File: src/rtl/pwm_quad_pkg.sv
package pwm_quad_pkg;
  localparam int unsigned PWM_CNT_W = 16;
  localparam int unsigned PWM_DT_W  = 8;

  typedef struct packed {
    logic [PWM_CNT_W-1:0] per;
    logic [PWM_CNT_W-1:0] cmp;
  } pwm_shadow_t;
endpackage

File: src/rtl/pwm_chan.sv
module pwm_chan
  import pwm_quad_pkg::*;
#(
  parameter int unsigned CNT_W = PWM_CNT_W
) (
  input  logic             clk,
  input  logic             rst,
  input  logic             en,
  input  logic             oneshot,
  input  logic [CNT_W-1:0] per_in,
  input  logic [CNT_W-1:0] cmp_in,
  output logic             out_lvl,
  output logic             running,
  output logic             zero_evt
);
  logic [CNT_W-1:0] cnt;
  logic [CNT_W-1:0] cur_per;
  logic [CNT_W-1:0] cur_cmp;
  logic             fired;
  logic             at_zero;

  assign at_zero  = (cnt == '0);
  assign zero_evt = running && en && at_zero;

  always_ff @(posedge clk) begin
    if (rst) begin
      cnt     <= '0;
      cur_per <= '0;
      cur_cmp <= '0;
      running <= 1'b0;
      fired   <= 1'b0;
      out_lvl <= 1'b0;
    end else if (!en) begin
      cnt     <= '0;
      running <= 1'b0;
      fired   <= 1'b0;
      out_lvl <= 1'b0;
    end else if (!running) begin
      if (!fired) begin
        cnt     <= per_in;
        cur_per <= per_in;
        cur_cmp <= cmp_in;
        running <= 1'b1;
        out_lvl <= 1'b1;
      end else begin
        out_lvl <= 1'b0;
      end
    end else if (at_zero) begin
      if (oneshot) begin
        running <= 1'b0;
        fired   <= 1'b1;
        out_lvl <= 1'b0;
      end else begin
        cnt     <= per_in;
        cur_per <= per_in;
        cur_cmp <= cmp_in;
        out_lvl <= 1'b1;
      end
    end else begin
      cnt <= cnt - 1'b1;
      if (cnt == cur_cmp) out_lvl <= 1'b0;
    end
  end

  // a running counter never exceeds its working period
  p_cnt_in_range_r2: assert property (@(posedge clk) disable iff (rst)
    running |-> (cnt <= cur_per));

  // continuous zero reloads from the presented period
  p_reload_r3: assert property (@(posedge clk) disable iff (rst)
    (running && en && at_zero && !oneshot) |=> (cnt == $past(per_in)));

  // passing the compare value drives the level low
  p_match_low_r3: assert property (@(posedge clk) disable iff (rst)
    (running && en && !at_zero && (cnt == cur_cmp)) |=> !out_lvl);

  // one-shot stops at zero
  p_oneshot_stop_r5: assert property (@(posedge clk) disable iff (rst)
    (running && en && at_zero && oneshot) |=> !running);

  // removing the enable halts the channel
  p_disable_r9: assert property (@(posedge clk) disable iff (rst)
    !en |=> (!running && !out_lvl));
endmodule

File: src/rtl/pwm_flag.sv
module pwm_flag (
  input  logic clk,
  input  logic rst,
  input  logic set,
  input  logic clr,
  output logic q
);
  always_ff @(posedge clk) begin
    if (rst)      q <= 1'b0;
    else if (set) q <= 1'b1;
    else if (clr) q <= 1'b0;
  end

  // set wins over clear
  p_set_wins_r6: assert property (@(posedge clk) disable iff (rst)
    set |=> q);

  // flag is sticky without a clear
  p_sticky_r6: assert property (@(posedge clk) disable iff (rst)
    (q && !clr) |=> q);
endmodule

File: src/rtl/pwm_dz_leg.sv
module pwm_dz_leg
  import pwm_quad_pkg::*;
#(
  parameter int unsigned DT_W = PWM_DT_W
) (
  input  logic            clk,
  input  logic            rst,
  input  logic            src,
  input  logic [DT_W-1:0] dt,
  output logic            o
);
  logic [DT_W-1:0] hold;

  always_ff @(posedge clk) begin
    if (rst) begin
      hold <= '0;
      o    <= 1'b0;
    end else if (!src) begin
      hold <= '0;
      o    <= 1'b0;
    end else if (hold >= dt) begin
      o    <= 1'b1;
    end else begin
      hold <= hold + 1'b1;
    end
  end

  // a pin is only high when its source was high at the last edge
  p_src_gate_r7: assert property (@(posedge clk) disable iff (rst)
    !src |=> !o);
endmodule

File: src/rtl/pwm_quad.sv
module pwm_quad
  import pwm_quad_pkg::*;
#(
  parameter int unsigned NCH   = 4,
  parameter int unsigned CNT_W = PWM_CNT_W,
  parameter int unsigned DT_W  = PWM_DT_W
) (
  input  logic                  clk,
  input  logic                  rst,
  input  logic [NCH-1:0]        chan_en,
  input  logic [NCH-1:0]        oneshot,
  input  logic [NCH/2-1:0]      pair_en,
  input  logic [NCH*CNT_W-1:0]  period_i,
  input  logic [NCH*CNT_W-1:0]  cmp_i,
  input  logic [NCH/2*DT_W-1:0] dead_i,
  input  logic [NCH-1:0]        irq_clr,
  output logic [NCH-1:0]        pwm_o,
  output logic [NCH-1:0]        irq_o
);
  localparam int unsigned NPAIR = NCH / 2;

  logic [NCH-1:0] lvl;
  logic [NCH-1:0] run;
  logic [NCH-1:0] zev;

  for (genvar i = 0; i < NCH; i++) begin : g_ch
    pwm_shadow_t cfg;
    assign cfg.per = period_i[i*CNT_W +: CNT_W];
    assign cfg.cmp = cmp_i[i*CNT_W +: CNT_W];

    pwm_chan #(.CNT_W(CNT_W)) u_chan (
      .clk      (clk),
      .rst      (rst),
      .en       (chan_en[i]),
      .oneshot  (oneshot[i]),
      .per_in   (cfg.per),
      .cmp_in   (cfg.cmp),
      .out_lvl  (lvl[i]),
      .running  (run[i]),
      .zero_evt (zev[i])
    );

    pwm_flag u_flag (
      .clk (clk),
      .rst (rst),
      .set (zev[i]),
      .clr (irq_clr[i]),
      .q   (irq_o[i])
    );
  end

  for (genvar p = 0; p < NPAIR; p++) begin : g_pair
    logic            src_e;
    logic            src_o;
    logic [DT_W-1:0] dt_eff;

    assign src_e  = lvl[2*p];
    assign src_o  = pair_en[p] ? (run[2*p] & ~lvl[2*p]) : lvl[2*p+1];
    assign dt_eff = pair_en[p] ? dead_i[p*DT_W +: DT_W] : '0;

    pwm_dz_leg #(.DT_W(DT_W)) u_leg_e (
      .clk (clk), .rst (rst), .src (src_e), .dt (dt_eff), .o (pwm_o[2*p])
    );
    pwm_dz_leg #(.DT_W(DT_W)) u_leg_o (
      .clk (clk), .rst (rst), .src (src_o), .dt (dt_eff), .o (pwm_o[2*p+1])
    );

    // paired pins are never high together
    p_no_overlap_r7: assert property (@(posedge clk) disable iff (rst)
      pair_en[p] |=> !(pwm_o[2*p] && pwm_o[2*p+1]));
  end

  // reset clears pins and flags
  p_reset_r1: assert property (@(posedge clk)
    rst |=> (pwm_o == '0 && irq_o == '0));
endmodule

File: config.mk
export PLATFORM = sky130hd
export DESIGN_NAME = pwm_quad
export DESIGN_NICKNAME = d
export VERILOG_FILES = /design/src/rtl/pwm_quad_pkg.sv /design/src/rtl/pwm_chan.sv /design/src/rtl/pwm_flag.sv /design/src/rtl/pwm_dz_leg.sv /design/src/rtl/pwm_quad.sv
export SDC_FILE = /design/constraint.sdc
export NUM_CORES = 1
export LEC_CHECK = 0
export ABC_AREA = 1
export BUFFER_PORTS_ARGS = -buffer_cell sky130_fd_sc_hd__buf_2
export CORE_MARGIN = 5
export CORE_UTILIZATION = 30
export CTS_CLUSTER_SIZE = 30
export DETAILED_ROUTE_END_ITERATION = 12
export PLACE_DENSITY = 0.5
export SLEW_MARGIN = 40
export SYNTH_ARGS = -nofsm -noshare
export SYNTH_HDL_FRONTEND = slang
export SYNTH_SLANG_ARGS = --single-unit
File: constraint.sdc
create_clock -name clk -period 2.3 [get_ports clk]
set_input_delay 0.115 -clock clk [delete_from_list [all_inputs] [get_ports clk]]
set_output_delay 0.115 -clock clk [all_outputs]
set_load 0.05 [all_outputs]
### After elaboration in Yosys (flattened, before gate mapping)

Index checks and enable logic that the tools add are counted.

| word-level totals | value |
|---|---|
| bits in registers | 180 |
| bits of input ports | 160 |
| output and inout port bits | 8 |
| word-level logic and storage cells | 186 |

| cells by class | value |
|---|---|
| $add $sub $neg | 8 |
| order comparisons | 4 |
| equality and inequality tests | 24 |
| muxes and demuxes | 72 |
| bitwise gates (word level) | 10 |
| reductions and logical operators | 36 |

Operator list:

| operator | count |
|---|---|
| $mux W16 | 32 |
| $eq A16 B16 Y1 | 4 |
| $logic_not A16 Y1 | 4 |
| $sub A16 B1 Y16 const B | 4 |
| $mux W1 | 38 |
| $add A8 B1 Y8 const B | 4 |
| $ge A8 B8 Y1 | 4 |
| $ne A3 B3 Y1 const B | 8 |
| $mux W8 | 2 |
| $ne A2 B2 Y1 const B | 8 |
| $reduce_and A4 Y1 | 4 |
| $reduce_or A2 Y1 | 8 |
| $reduce_and A3 Y1 | 4 |
| $logic_and A1 B1 Y1 | 8 |
| $ne A2 B1 Y1 const B | 4 |
| $not A1 Y1 | 8 |
| $reduce_and A2 Y1 | 4 |
| $reduce_bool A2 Y1 | 4 |
| $and A1 B1 Y1 | 2 |

### Logic depth before layout (Yosys ltp)

Gate-level depths: netlist (run 1).

| logic depth | value |
|---|---|
| depth after elaboration | 5 |
| depth in mapped cells | 13 |
| mapped depth without buffers | 12 |

### Hierarchy

From an unflattened synthesis (run 1), not the netlist that was laid out.

| unflattened totals | value |
|---|---|
| cells, all modules | 1824 |
| area total of the unflattened synthesis | 11873.9 um^2 |

By module, submodules not included:

| module | instances | cells an instance | area an instance (um^2) |
|---|---|---|---|
| pwm_chan | 4 | 327 | 2175.8 |
| pwm_dz_leg at g_pair[0].u_leg_e ... | 3 | 113 | 694.4 |
| pwm_dz_leg at g_pair[1].u_leg_o | 1 | 113 | 734.5 |
| pwm_quad | 1 | 44 | 192.7 |
| pwm_flag | 4 | 5 | 40.0 |

### Worst setup path after synthesis (run 1)

Ideal clock, no wire load.

| path | value |
|---|---|
| path kind | in2reg |
| start point | input pair_en[1] |
| end point | register g_pair[1].u_leg_o.o |
| setup time | 116 ps |
| arrival | 1666 ps |
| required time | 2184 ps |
| setup slack | 519 ps |
| stages | 9 |
| path buffers | 2 |
| cells stage by stage | clkbuf_1 nand2_1 ha_1 a21oi_1 o21a_1 clkbuf_1 nand2_1 o21ai_0 inv_1 |

| between the ends | value |
|---|---|
| word-level cells in the longest chain between the ends | 3 |

RTL lines:

| element | RTL line | source |
|---|---|---|
| start: declaration | pwm_quad.sv:12 | `input logic [NCH/2-1:0] pair_en,` |
| branches (longest 3 deep; another with $ge A8 B8 Y1) | - |  |
| end signal: assignment | pwm_dz_leg.sv:17 | `o <= 1'b0;` |
| end signal: assignment | pwm_dz_leg.sv:20 | `o <= 1'b0;` |
| end signal: assignment | pwm_dz_leg.sv:22 | `o <= 1'b1;` |
| end: declaration | pwm_dz_leg.sv:10 | `output logic o` |

Parallel ways; which one is timed is not known.
A chain may end at the register's enable or synchronous reset.

### Worst setup path after layout (run 1)

| path | value |
|---|---|
| start point | register g_ch[3].u_chan.cnt[0] |
| end point | register g_ch[3].u_chan.cnt[12] |

| between the ends | value |
|---|---|
| word-level cells in the longest chain between the ends | 3 |

RTL lines:

| element | RTL line | source |
|---|---|---|
| start: declaration | pwm_chan.sv:16 | `logic [CNT_W-1:0] cnt;` |
| start signal: assignment | pwm_chan.sv:40 | `cnt <= per_in;` |
| start signal: assignment | pwm_chan.sv:54 | `cnt <= per_in;` |
| start signal: assignment | pwm_chan.sv:60 | `cnt <= cnt - 1'b1;` |
| $sub A16 B1 Y16 or $logic_not A16 Y1 (tied branches) | pwm_chan.sv:60, pwm_chan.sv:22 |  |
| $mux W16 or $ne A3 B3 Y1 (tied branches) | - |  |
| $mux W16 or $reduce_and A2 Y1 (tied branches) | - |  |

Several ways; a longest one is shown, not always the timed one.

==> results by group, run 1 <==
Critical path
  • Slowest cell on crit path: dfxtp_1
  • CP Launch Type: flip-flop
  • Cell count along the critical path: 10
  • Crit path capture type: flip-flop
  • Buf/Inv on CP: 2
  • Cell Chain, Critical Path: inv_1 > ha_1 > nand2_1 > nor2_1 > nand3_2 > nand2_2 > nand2_4 > inv_1 > nand2_1 > a21oi_1
  • Critical Path End: g_ch[3].u_chan.cnt[12]
  • Reg2Reg Launch Point: g_ch[3].u_chan.cnt[0]
  • Crit path arrival time: 2.47 ns
  • Critical Setup Path Class: flip-flop to flip-flop
  • Required time worst endpoint: 2.67 ns
  • Delay-heaviest family, CP: simple AND/OR/NAND/NOR gates
  • Worst-path fanout max: 16
  • Critical path origin: g_ch[3].u_chan.cnt[0]
  • R2R Setup Slk: 0.21 ns
  • Worst r2r path cells: 10
  • Reg2reg end: g_ch[3].u_chan.cnt[12]
  • Delay of the slowest cell on the worst path: about 0.34 ns

Routing
  • Vias post-DR: around 12000
  • DRC: 0
  • DRT iter0 DRCs: around 530
  • Number of detailed-routing iterations run before antenna repair: 5
  • Vias per std cell: 4.598
  • Post-Route WL: approximately 36 mm
  • Per-cell routed wire length: 13.81 um
  • Antenna viol nets, final: 0

Place
  • Final HPWL DP: 27.27 mm
  • Pre-CTS setup slack: 0.2436 ns
  • Area post-placement: 12760 um2
  • Final Wtd Congestion: 0.8980
  • # port buffers: 167

Synthesis
  • Main combinational cell family by area after synthesis: simple AND/OR/NAND/NOR gates
  • Synth Area in Simple Gates: a little under two fifths
  • Post-synthesis cell count: 1800
  • Average cell area after synthesis: 6.362 um2
  • Synth Area in XOR/XNOR: 5.660%
  • Post-Syn Nets: 2004
  • Register area share after synthesis: 31.47%
  • Distinct cells, synth: 36
  • Synthesized area: between 10000 and 15000 um2
  • Ys Warns: 0
  • Synth Area in Adders: 4.808%
  • Seq cells post-synth: 180
  • Compound-Gate Fraction of Synth Area: 10.75%
  • Mux share of post-synthesis cell area: 0%

Min path
  • Worst Hold Class: primary input to flip-flop

GRT
  • All-Layer GR Usage: 17.13%
  • First-pass GRT wire length: a little under 60 mm
  • Initial antenna violation count: 5
  • Largest net degree at the start of global routing: between 60 and 70
  • Grt ovf: 0
  • Vias in the first global route: 11770

Die
  • Die ar.: around 42000 um2
  • Die width: 205.4 um
  • CORE AREA: 37670 um2
  • Rows: around 70
  • Die Ht: 205.4 um
  • Initial Util: 30.40%
  • IO Pins: 168

Clocking
  • CTS tree: built
  • Clock Sinks: 180
  • Later-pin clock latency in the skew report: 0.45 ns
  • CTS buffer count: 17
  • Reg clk slew, reported paths: roughly 0.07 ns
  • Max H-tree Level: 4
  • # Post-CTS Setup Buffers: 0
  • Post-CTS Resized: 0
  • Root Driver: clkbuf_16
  • Clock Path Buffers: 2

Timing
  • Fmax: 478.3 MHz
  • Period utilization: about nine tenths
  • Min Tclk post-route: 2.091 ns
  • Least-Margin Pin Slew: between 0.7 and 0.8 ns
  • # setup viols final: 0
  • Slew Viols, Final: 0
  • Post-route setup TNS: 0 ns
  • Clk_skew: 0.006994 ns
  • Final worst setup slack: 0.2095 ns
  • Worst slew margin: between 40% and 50%
  • RSZ-0062 raised after global routing: no
  • Fin. Hold Viols: 0

Pwr
  • Peak supply drop: 0.5007 mV
  • Pwr Density: 599.1 nW/um2
  • Leakage: ~7 nW

Finish
  • Final Cell Area: between 10000 and 15000 um2
  • P&R area growth vs syn: 24.79%
  • Total Nets Final: roughly 2300
  • Share of cells above drive strength 1: 12.97%

Flow run
  • MaxCap Viol Count: 0

Outcome
  • Status: complete, no violations
registers in the layout, indices dropped and copies added (netlist names):
register	cells
g_pair.u_leg_o.hold	16
g_ch.u_chan.out_lvl	4
g_ch.u_chan.cnt	64
g_ch.u_chan.running	4
g_ch.u_chan.fired	4
g_pair.u_leg_o.o	2
g_ch.u_chan.cur_cmp	64
g_pair.u_leg_e.hold	16
g_pair.u_leg_e.o	2
g_ch.u_flag.q	4
routing by layer:
metal | wire (um) | up-vias | track usage (%) | share of wire (%)
met5 | 41 | - | 0 | 0.12
met1 | 17230 | 5399 | 22.59 | 48
met4 | 561 | 6 | 4.569 | 1.6
met2 | 16630 | 192 | 29.13 | 47
met3 | 1183 | 40 | 2.790 | 3.3
li1 | - | 6227 | - | -
power by group:
group	switching, mW	internal [mW]	leakage (nW)	total [mW]
Clock	1.37	1.62	0.286	2.99
Sequential	0.191	3.28	1.47	3.48
Combinational	1.26	0.828	5.23	2.09
Total	2.83	5.73	6.99	8.56
layout by cell type, fill, tap and decap left out, drive strengths merged, types with 12 or more instances in the layout:
master,synthesis,routed
nand2,573,573
nor2,236,236
buf,42,197
inv,192,194
dfxtp,180,180
nand3,171,171
a21oi,148,148
dlygate4sd3,0,95
o21ai,72,72
xor2,58,58
ha,44,44
nand4,19,19
clkbuf,14,18
xnor2,16,16
nor3,12,12
logic make-up (layout without fill, tap and decap cells):
kind of cell / Yosys count / after routing
AO/OA/AOI/OAI: 236 / 236
XOR/XNOR: 74 / 74
adder cells (fa/ha/maj): 44 / 44
buffers and inverters: 251 / 518
flip-flops: 180 / 180
other: 0 / 2
AND/OR/NAND/NOR: 1015 / 1015
how the worst min path moves through the flow:
stage / startpoint / endpoint / slack, ns / depth (start not counted)
after global routing: period_i[8] / g_ch[0].u_chan.cnt[8] / 0.03 / 5
after detailed placement: irq_clr[1] / g_ch[1].u_flag.q / 0.32 / 2
after global placement: irq_clr[1] / g_ch[1].u_flag.q / 0.31 / 2
after CTS: period_i[8] / g_ch[0].u_chan.cnt[8] / 0.0001 / 5
final: cmp_i[39] / g_ch[2].u_chan.cur_cmp[7] / 0.02 / 3
after floorplan: irq_clr[1] / g_ch[1].u_flag.q / 0.22 / 1
cell usage after synthesis (all sizes together):
| library cell | n | area [um2] |
|---|---|---|
| nor2 | 236 | 930.9 |
| o211ai | 1 | 7.510 |
| dfxtp | 180 | 3603 |
| o31ai | 2 | 15.01 |
| clkbuf | 14 | 52.55 |
| nor3 | 12 | 76.33 |
| ha | 44 | 550.5 |
| o22ai | 4 | 25.02 |
| nand3 | 171 | 895.9 |
| a21boi | 1 | 7.510 |
| inv | 192 | 720.7 |
| a21oi | 148 | 752.0 |
| nand2 | 573 | 2231 |
| buf | 42 | 349.1 |
| nand3b | 4 | 30.03 |
| clkinv | 3 | 12.51 |
| o21ai | 72 | 364.1 |
| xnor2 | 16 | 140.1 |
| nand4 | 19 | 118.9 |
| xor2 | 58 | 508.0 |
| o21a | 4 | 30.03 |
| o21bai | 4 | 30.03 |
layout make-up:
type | count | area [um2]
inverters | 195 | 733.2
clock buffers | 18 | 439.2
diodes | 2 | 5.005
fillers | 4138 | 23380
clock inverters | 13 | 132.6
multi-input cells | 1369 | 6713
repair buffers | 292 | 2024
flip-flops and latches | 180 | 3603
well taps | 511 | 639.4
repair_timing:
action                                 4_1_cts  5_1_grt
endpoints found under the hold margin       94        0
setup endpoints to repair                    0        0
hold buffers                                95        0
worst min-delay path, cell delays in order:
cell     delay (ns)
buf_2          0.11
nand3_1        0.11
a21oi_1        0.07
through the flow:
stage,hold WS (ns),power [mW],instances,utilization (%)
floorplan,0.2185,4.940,1800,-
finish,0.02015,8.561,2580,37.94
global route,0.03102,9.099,2580,37.94
global placement,0.3125,5.505,2452,33.88
CTS,0.0001019,8.682,2578,37.93
detailed placement,0.3190,5.511,2452,33.88
Note: power is estimated with default switching activity, not from simulation.
==> inputs of run 2 (changes only) <==
--- a/config.mk
+++ b/config.mk
@@ -12,7 +12,9 @@
 export CTS_CLUSTER_SIZE = 30
 export DETAILED_ROUTE_END_ITERATION = 12
 export PLACE_DENSITY = 0.5
+export RECOVER_POWER = 25
 export SLEW_MARGIN = 40
 export SYNTH_ARGS = -nofsm -noshare
 export SYNTH_HDL_FRONTEND = slang
+export SYNTH_HIERARCHICAL = 1
 export SYNTH_SLANG_ARGS = --single-unit
==> results by group, run 2 <==
Routing
  • Antenna viol nets, final: 0 (unchanged)
  • DRC: 0 (unchanged)
  • Number of detailed-routing iterations run before antenna repair: 5 (unchanged)
  • DRT iter0 DRCs: 539 (+2.5%)
  • Vias per std cell: 4.500 (-2.1%)
  • Per-cell routed wire length: 13.49 um (-2.4%)
  • Post-Route WL: 35.14 mm (-1.4%)
  • Vias post-DR: 11730 (-1.2%)

Finish
  • Share of cells above drive strength 1: 14.19% (+1.2 points)
  • Most frequent cells in the layout: nand2_1 (504), nor2_1 (226), inv_1 (218), dfxtp_1 (180), a21oi_1 (163)
  • P&R area growth vs syn: 23.47%
  • Total Nets Final: 2277 (+0.80%)
  • Top Registers: g_ch.u_chan/cnt x64, g_ch.u_chan/cur_cmp x64
  • Cell Count, Final, Fillers Out: 2606 (+1.0%)
  • Final Cell Area: 14660 um2 (+2.6%)
  • Fill cell count: 4201 (+1.5%)
  • Commonest non-fill, non-tap cell in the layout: nand2_1

Synthesis
  • Ys Warns: 6 (+6)
  • Average cell area after synthesis: 6.510 um2 (+2.3%)
  • Post-synthesis cell count: 1824 (+1.3%)
  • Post-Syn Nets: 2028 (+1.2%)
  • Ys async rst share: 0% (unchanged)
  • Area contributors post-synth: dfxtp_1 (30%), nand2_1 (16%), nor2_1 (7.0%)
  • Largest area contributor in the netlist: dfxtp_1
  • Synthesized area: 11870 um2 (+3.7%)
  • Top cells by count, synth: nand2_1 (500), nor2_1 (223), inv_1 (218)
  • Synth top area share: 30.35% (-1.1 points)
  • Seq cells post-synth: 180 (unchanged)
  • Most common cell in the netlist: nand2_1
  • Top FF cell, synth: dfxtp_1
  • Number of enable flip-flop cells after synthesis: 0 (unchanged)
  • Register area share after synthesis: 30.35% (-1.1 points)
  • Distinct cells, synth: 30 (-17%)

GRT
  • Largest net degree at the start of global routing: 38 (-39%)
  • First-pass GRT wire length: 57.49 mm (-2.0%)
  • Initial antenna violation count: 2 (-3)
  • Vias in the first global route: 11350 (-3.5%)
  • All-Layer GR Usage: 15.86% (-1.3 points)
  • Grt ovf: 0 (unchanged)

Critical path
  • Critical path origin: g_ch[1].u_chan/cnt[0]
  • Reg2reg end: g_ch[1].u_chan/cur_cmp[10]
  • CP Launch Type: flip-flop
  • Critical Setup Path Class: flip-flop to flip-flop
  • Crit path top cell by count: nand2_1
  • Worst-path fanout max: 37 (+21)
  • R2R Setup Slk: 0.34 ns (+0.13 ns)
  • Crit path capture type: flip-flop
  • Cell Chain, Critical Path: inv_1 > ha_1 > nand2_1 > nor2_1 > nand2_4 > nand2_8 > nand2_2 > nand2_1 > a21oi_1
  • Slowest cell on crit path: dfxtp_1
  • Required time worst endpoint: 2.63 ns (-0.04 ns)
  • Delay of the slowest cell on the worst path: 0.33 ns (about the same)
  • Crit path arrival time: 2.29 ns (-0.18 ns)
  • Reg2Reg Launch Point: g_ch[1].u_chan/cnt[0]
  • Worst r2r path cells: 9 (-1)

Clocking
  • Root Driver: clkbuf_16
  • # Post-CTS Setup Buffers: 0 (unchanged)
  • CTS buffer count: 17 (unchanged)
  • Clock Path Buffers: 2 (unchanged)
  • Hold_buf cts: 106 (+12%)
  • Later-pin clock latency in the skew report: 0.45 ns (about the same)
  • Clock Sinks: 180 (unchanged)
  • Max H-tree Level: 4 (unchanged)
  • Post-CTS Resized: 0 (unchanged)
  • CTS tree: built
  • Reg clk slew, reported paths: 0.08 ns (about the same)

Timing
  • RSZ-0062 raised after global routing: no
  • Clk_skew: 0.009404 ns (+0.002410 ns)
  • Final worst setup slack: 0.3372 ns (+0.1277 ns)
  • Period utilization: 85.34% (-5.6 points)
  • # setup viols final: 0 (unchanged)
  • Slew Viols, Final: 0 (unchanged)
  • Fmax: 509.5 MHz (+6.5%)
  • Worst hold slack: 0.03736 ns (+0.01721 ns)
  • Worst slew margin: 59.23% (+11 points)
  • Min Tclk post-route: 1.963 ns (-0.1277 ns)
  • Least-Margin Pin Slew: 0.6142 ns (-0.1546 ns)
  • Post-route setup TNS: 0 ns (unchanged)
  • Fin. Hold Viols: 0 (unchanged)

Die
  • Die ar.: 43660 um2 (+3.5%)
  • Rows: 72 (+1.4%)
  • Die Ht: 208.9 um (+1.7%)
  • IO Pins: 168 (unchanged)
  • Die width: 208.9 um (+1.7%)
  • Initial Util: 30.51% (+0.11 points)
  • CORE AREA: 38920 um2 (+3.3%)

Place
  • Final HPWL DP: 26.22 mm (-3.8%)
  • Final Wtd Congestion: 0.8514 (-5.2%)
  • # port buffers: 167 (unchanged)
  • Area post-placement: 13040 um2 (+2.1%)
  • Placed Instances: 2466 (+0.57%)
  • Pre-CTS setup slack: 0.4305 ns (+0.1869 ns)

Pwr
  • Leakage: 7.150 nW (+2.3%)
  • Pwr Density: 603.5 nW/um2 (+0.73%)
  • Peak supply drop: 0.4702 mV (-6.1%)

Min path
  • WHS Path Cells: 5 (+2)
  • Worst hold start: period_i[17]
  • Hold EP: g_ch[1].u_chan/cnt[1]
  • Worst Hold Class: primary input to flip-flop

Outcome
  • Status: complete, no violations

Flow run
  • MaxCap Viol Count: 0 (unchanged)
==> run 2: cell families (layout without fill, tap and decap cells) <==
kind of cell	count (synthesis)	after routing	share of synthesized area, %
other	0	2	0
AO/OA/AOI/OAI	220	220	9.589
AND/OR/NAND/NOR	1002	1002	37.96
buffers and inverters	294	556	11.27
flip-flops	180	180	30.35
adder cells (fa/ha/maj)	44	44	4.636
XOR/XNOR	84	84	6.196
==> run 2: final cells by class <==
cell class	instances	area (um2)	area share, %
timing repair buffer	292	2032	13.86
sequential	180	3603	24.58
tap	518	648.1	4.421
clock buffer	18	439.2	2.996
inverter	232	870.8	5.940
clock inverter	14	186.4	1.272
antenna	2	5.005	0.03414
multi-input combinational	1350	6875	46.90
==> run 2: how the worst max path moves through the flow <==
stage | end | slack [ns]
finish | g_ch[1].u_chan/cur_cmp[10] | 0.34
global route | g_ch[1].u_chan/cur_cmp[7] | 0.12
CTS | g_ch[2].u_chan/cur_cmp[0] | 0.42
detailed placement | g_ch[2].u_chan/cur_cmp[0] | 0.43
global placement | g_ch[2].u_chan/cur_cmp[0] | 0.43
floorplan | g_ch[1].u_chan/cur_cmp[6] | 0.80
==> run 2: worst max-delay path, delay by kind of cell (launching register included) <==
family,cells,cell delay [ns]
AND/OR/NAND/NOR,6,1.08
adder cells (fa/ha/maj),1,0.22
AO/OA/AOI/OAI,1,0.06
flip-flops,1,0.33
buffers and inverters,1,0.13
==> run 2: power breakdown <==
part | total (mW) | switching [mW] | internal (mW)
clock network | 3.22 | 1.44 | 1.78
logic | 2.14 | 1.27 | 0.875
registers | 3.48 | 0.202 | 3.28
==> run 2: through the flow <==
| step | total power [mW] | util, % |
|---|---|---|
| floorplan | 5.079 | - |
| global placement | 5.573 | 33.49 |
| detailed placement | 5.585 | 33.49 |
| CTS | 9.024 | 37.83 |
| global route | 9.418 | 37.67 |
| finish | 8.847 | 37.67 |
==> run 2: layer usage <==
layer | GRT usage (%) | part of all wire (%) | vias to the layer above | wire length (um)
li1 | - | - | 6243 | -
met1 | 21.27 | 48 | 5250 | 17040
met2 | 26.63 | 47 | 206 | 16510
met3 | 2.370 | 3.0 | 28 | 1056
met4 | 4.478 | 1.5 | 0 | 539
met5 | 0 | 0 | - | 0
==> inputs of run 3 (changes only) <==
--- a/config.mk
+++ b/config.mk
@@ -8,10 +8,11 @@
 export ABC_AREA = 1
 export BUFFER_PORTS_ARGS = -buffer_cell sky130_fd_sc_hd__buf_2
 export CORE_MARGIN = 5
-export CORE_UTILIZATION = 30
+export CORE_UTILIZATION = 59
+export CTS_CLUSTER_DIAMETER = 150
 export CTS_CLUSTER_SIZE = 30
 export DETAILED_ROUTE_END_ITERATION = 12
-export PLACE_DENSITY = 0.5
+export PLACE_DENSITY = 0.85
 export RECOVER_POWER = 25
 export SLEW_MARGIN = 40
 export SYNTH_ARGS = -nofsm -noshare
==> constraint.sdc (replaced) <==
create_clock -name clk -period 2.3 [get_ports clk]
set_input_delay 0.46 -clock clk [delete_from_list [all_inputs] [get_ports clk]]
set_output_delay 0.46 -clock clk [all_outputs]
set_load 0.05 [all_outputs]
==> results by group, run 3 (synthesis gave the netlist of run 2 again) <==
GRT
  • Routing usage on met2: 42.08% (+15 points)
  • GR met3 Demand/Resource: 4.090% (+1.7 points)
  • Grt ovf: 0 (unchanged)
  • First-pass GRT wire length: 49.18 mm (-14%)
  • M1 GR Usage: 31.97% (+11 points)
  • Busiest grt layer: met2
  • Largest net degree at the start of global routing: 43 (+13%)
  • All-Layer GR Usage: 24.61% (+8.7 points)
  • Initial antenna violation count: 0 (-2)
  • Vias in the first global route: 10670 (-6.0%)

Clocking
  • Hold_buf cts: 0 (-100%)
  • CTS buffer count: 17 (unchanged)
  • Root Driver: clkbuf_16
  • Post-CTS Resized: 0 (unchanged)
  • Clock Path Buffers: 2 (unchanged)
  • CTS tree: built
  • Reg clk slew, reported paths: 0.07 ns (about the same)
  • Max H-tree Level: 4 (unchanged)
  • Later-pin clock latency in the skew report: 0.43 ns (-0.02 ns)
  • Clock Sinks: 180 (unchanged)
  • # Post-CTS Setup Buffers: 0 (unchanged)

Critical path
  • Worst-path fanout max: 23 (-38%)
  • Cell Chain, Critical Path: clkbuf_1 > clkbuf_2 > nor2_1 > o21ai_0 > inv_1
  • Reg2reg end: g_ch[0].u_chan/cnt[0]
  • CP Launch Type: primary input
  • Delay of the slowest cell on the worst path: 0.74 ns (+0.41 ns)
  • Buf/Inv on CP: 3 (+2)
  • Worst r2r path cells: 9 (unchanged)
  • Crit path arrival time: 2.33 ns (+0.04 ns)
  • Delay-heaviest family, CP: buffers and inverters
  • Reg2Reg Launch Point: g_ch[0].u_chan/cnt[0]
  • Critical Setup Path Class: primary input to flip-flop
  • Crit path capture type: flip-flop
  • Critical path origin: rst
  • Slowest cell on crit path: clkbuf_1
  • Required time worst endpoint: 2.62 ns (about the same)
  • R2R Setup Slk: 0.37 ns (+0.03 ns)

Min path
  • Worst Hold Class: primary input to flip-flop
  • WHS Path Cells: 4 (-1)
  • Worst hold start: irq_clr[1]
  • Hold EP: g_ch[1].u_flag/q

Pwr
  • Psw: 2.748 mW (-5.7%)
  • Pwr Density: 644.1 nW/um2 (+6.7%)
  • Peak supply drop: 0.4743 mV (+0.87%)
  • Internal: 5.758 mW (-2.9%)
  • Clock share of power: 35.6% (-0.8 points)
  • Sw frac: 32.31% (-0.64 points)
  • Flop pwr share: 41.0% (+1.6 points)
  • Tot Pwr: 8.506 mW (-3.9%)
  • Comb power frac: 23.4% (-0.8 points)
  • Leakage: 6.659 nW (-6.9%)

Place
  • Final HPWL DP: 21.95 mm (-16%)
  • # port buffers: 167 (unchanged)
  • Final Wtd Congestion: 0.9131 (+7.2%)
  • Placed Instances: 2205 (-11%)
  • Area post-placement: 12660 um2 (-2.9%)

Routing
  • DRC: 0 (unchanged)
  • DRT iter0 DRCs: 684 (+27%)
  • Antenna viol nets, final: 0 (unchanged)
  • Per-cell routed wire length: 13.22 um (-2.0%)
  • Vias post-DR: 11680 (-0.38%)
  • Post-Route WL: 29.54 mm (-16%)
  • Number of detailed-routing iterations run before antenna repair: 5 (unchanged)
  • Vias per std cell: 5.227 (+16%)

Finish
  • Top Registers: g_ch.u_chan/cnt x64, g_ch.u_chan/cur_cmp x64
  • Final Cell Area: 13210 um2 (-9.9%)
  • P&R area growth vs syn: 11.22%
  • Diodes inserted: 0 (-2)
  • Commonest non-fill, non-tap cell in the layout: nand2_1
  • Total Nets Final: 2163 (-5.0%)
  • Share of cells above drive strength 1: 14.52% (+0.33 points)
  • Fill cell count: 1810 (-57%)
  • Layout Utilization: 67.20% (+30 points)
  • Most frequent cells in the layout: nand2_1 (502), nor2_1 (226), inv_1 (218), dfxtp_1 (180), a21oi_1 (164)
  • Cell Count, Final, Fillers Out: 2235 (-14%)

Timing
  • Min Tclk post-route: 2.011 ns (+0.04791 ns)
  • Post-route setup TNS: 0 ns (unchanged)
  • Period utilization: 87.42% (+2.1 points)
  • Slew Viols, Final: 0 (unchanged)
  • Fin. Hold Viols: 0 (unchanged)
  • Clk_skew: 0.01284 ns (+0.003435 ns)
  • RSZ-0062 raised after global routing: no
  • Least-Margin Pin Slew: 1.032 ns (+0.4179 ns)
  • # setup viols final: 0 (unchanged)
  • Worst slew margin: 31.19% (-28 points)
  • Fmax: 497.3 MHz (-2.4%)

Flow run
  • MaxCap Viol Count: 0 (unchanged)

Die
  • Initial Util: 60.42% (+30 points)
  • Die ar.: 23060 um2 (-47%)
  • IO Pins: 168 (unchanged)
  • Die width: 151.9 um (-27%)
  • CORE AREA: 19650 um2 (-49%)
  • Rows: 51 (-29%)
  • Die Ht: 151.9 um (-27%)

Outcome
  • Status: complete, no violations
run 3: cell type report:
cell class / instances / area, um2 / area share, %
multi-input cells: 1350 / 6902 / 52.26
flip-flops and latches: 180 / 3603 / 27.29
repair buffers: 178 / 899.6 / 6.812
inverters: 232 / 870.8 / 6.594
clock buffers: 17 / 425.4 / 3.221
well taps: 265 / 331.6 / 2.511
clock inverters: 13 / 173.9 / 1.317
run 3: through the flow:
step,setup WS [ns],hold slack [ns]
3_5_place_dp,0.2683,0.4385
2_1_floorplan,0.5484,0.4365
3_3_place_gp,0.3631,0.4384
4_1_cts,0.3918,0.2638
5_1_grt,0.1656,0.2764
6_report,0.2893,0.2783
run 3: how the worst max path moves through the flow:
| stage | to | slack [ns] | depth (start not counted) |
|---|---|---|---|
| after floorplan | g_pair[0].u_leg_e/o | 0.55 | 11 |
| after global placement | g_pair[0].u_leg_e/o | 0.36 | 11 |
| after detailed placement | g_pair[1].u_leg_o/hold[6] | 0.27 | 11 |
| after CTS | g_ch[0].u_chan/cnt[0] | 0.39 | 9 |
| after global routing | g_pair[1].u_leg_o/o | 0.17 | 5 |
| final | g_pair[1].u_leg_o/o | 0.29 | 5 |
run 3: power by group through the flow:
stage	logic (mW)	registers (mW)	clock network, mW
4_1_cts	1.98	3.48	3.09
5_1_grt	2.25	3.51	3.21
6_report	1.99	3.49	3.03
3_5_place_dp	1.96	3.55	0
3_3_place_gp	1.91	3.55	0
2_1_floorplan	1.59	3.49	0
run 3: worst reg2reg max path: cells and delay by family, from the launching register on:
kind	cells	cell delay, ns
AO/OA/AOI/OAI	2	0.32
adder cells (fa/ha/maj)	1	0.22
buffers and inverters	2	0.33
flip-flops	1	0.34
AND/OR/NAND/NOR	4	0.60
run 3: routing by layer:
metal	up-vias	wire (um)
met2	385	14160
met1	5216	12930
met4	0	575
met5	-	0
met3	44	1884
li1	6038	-
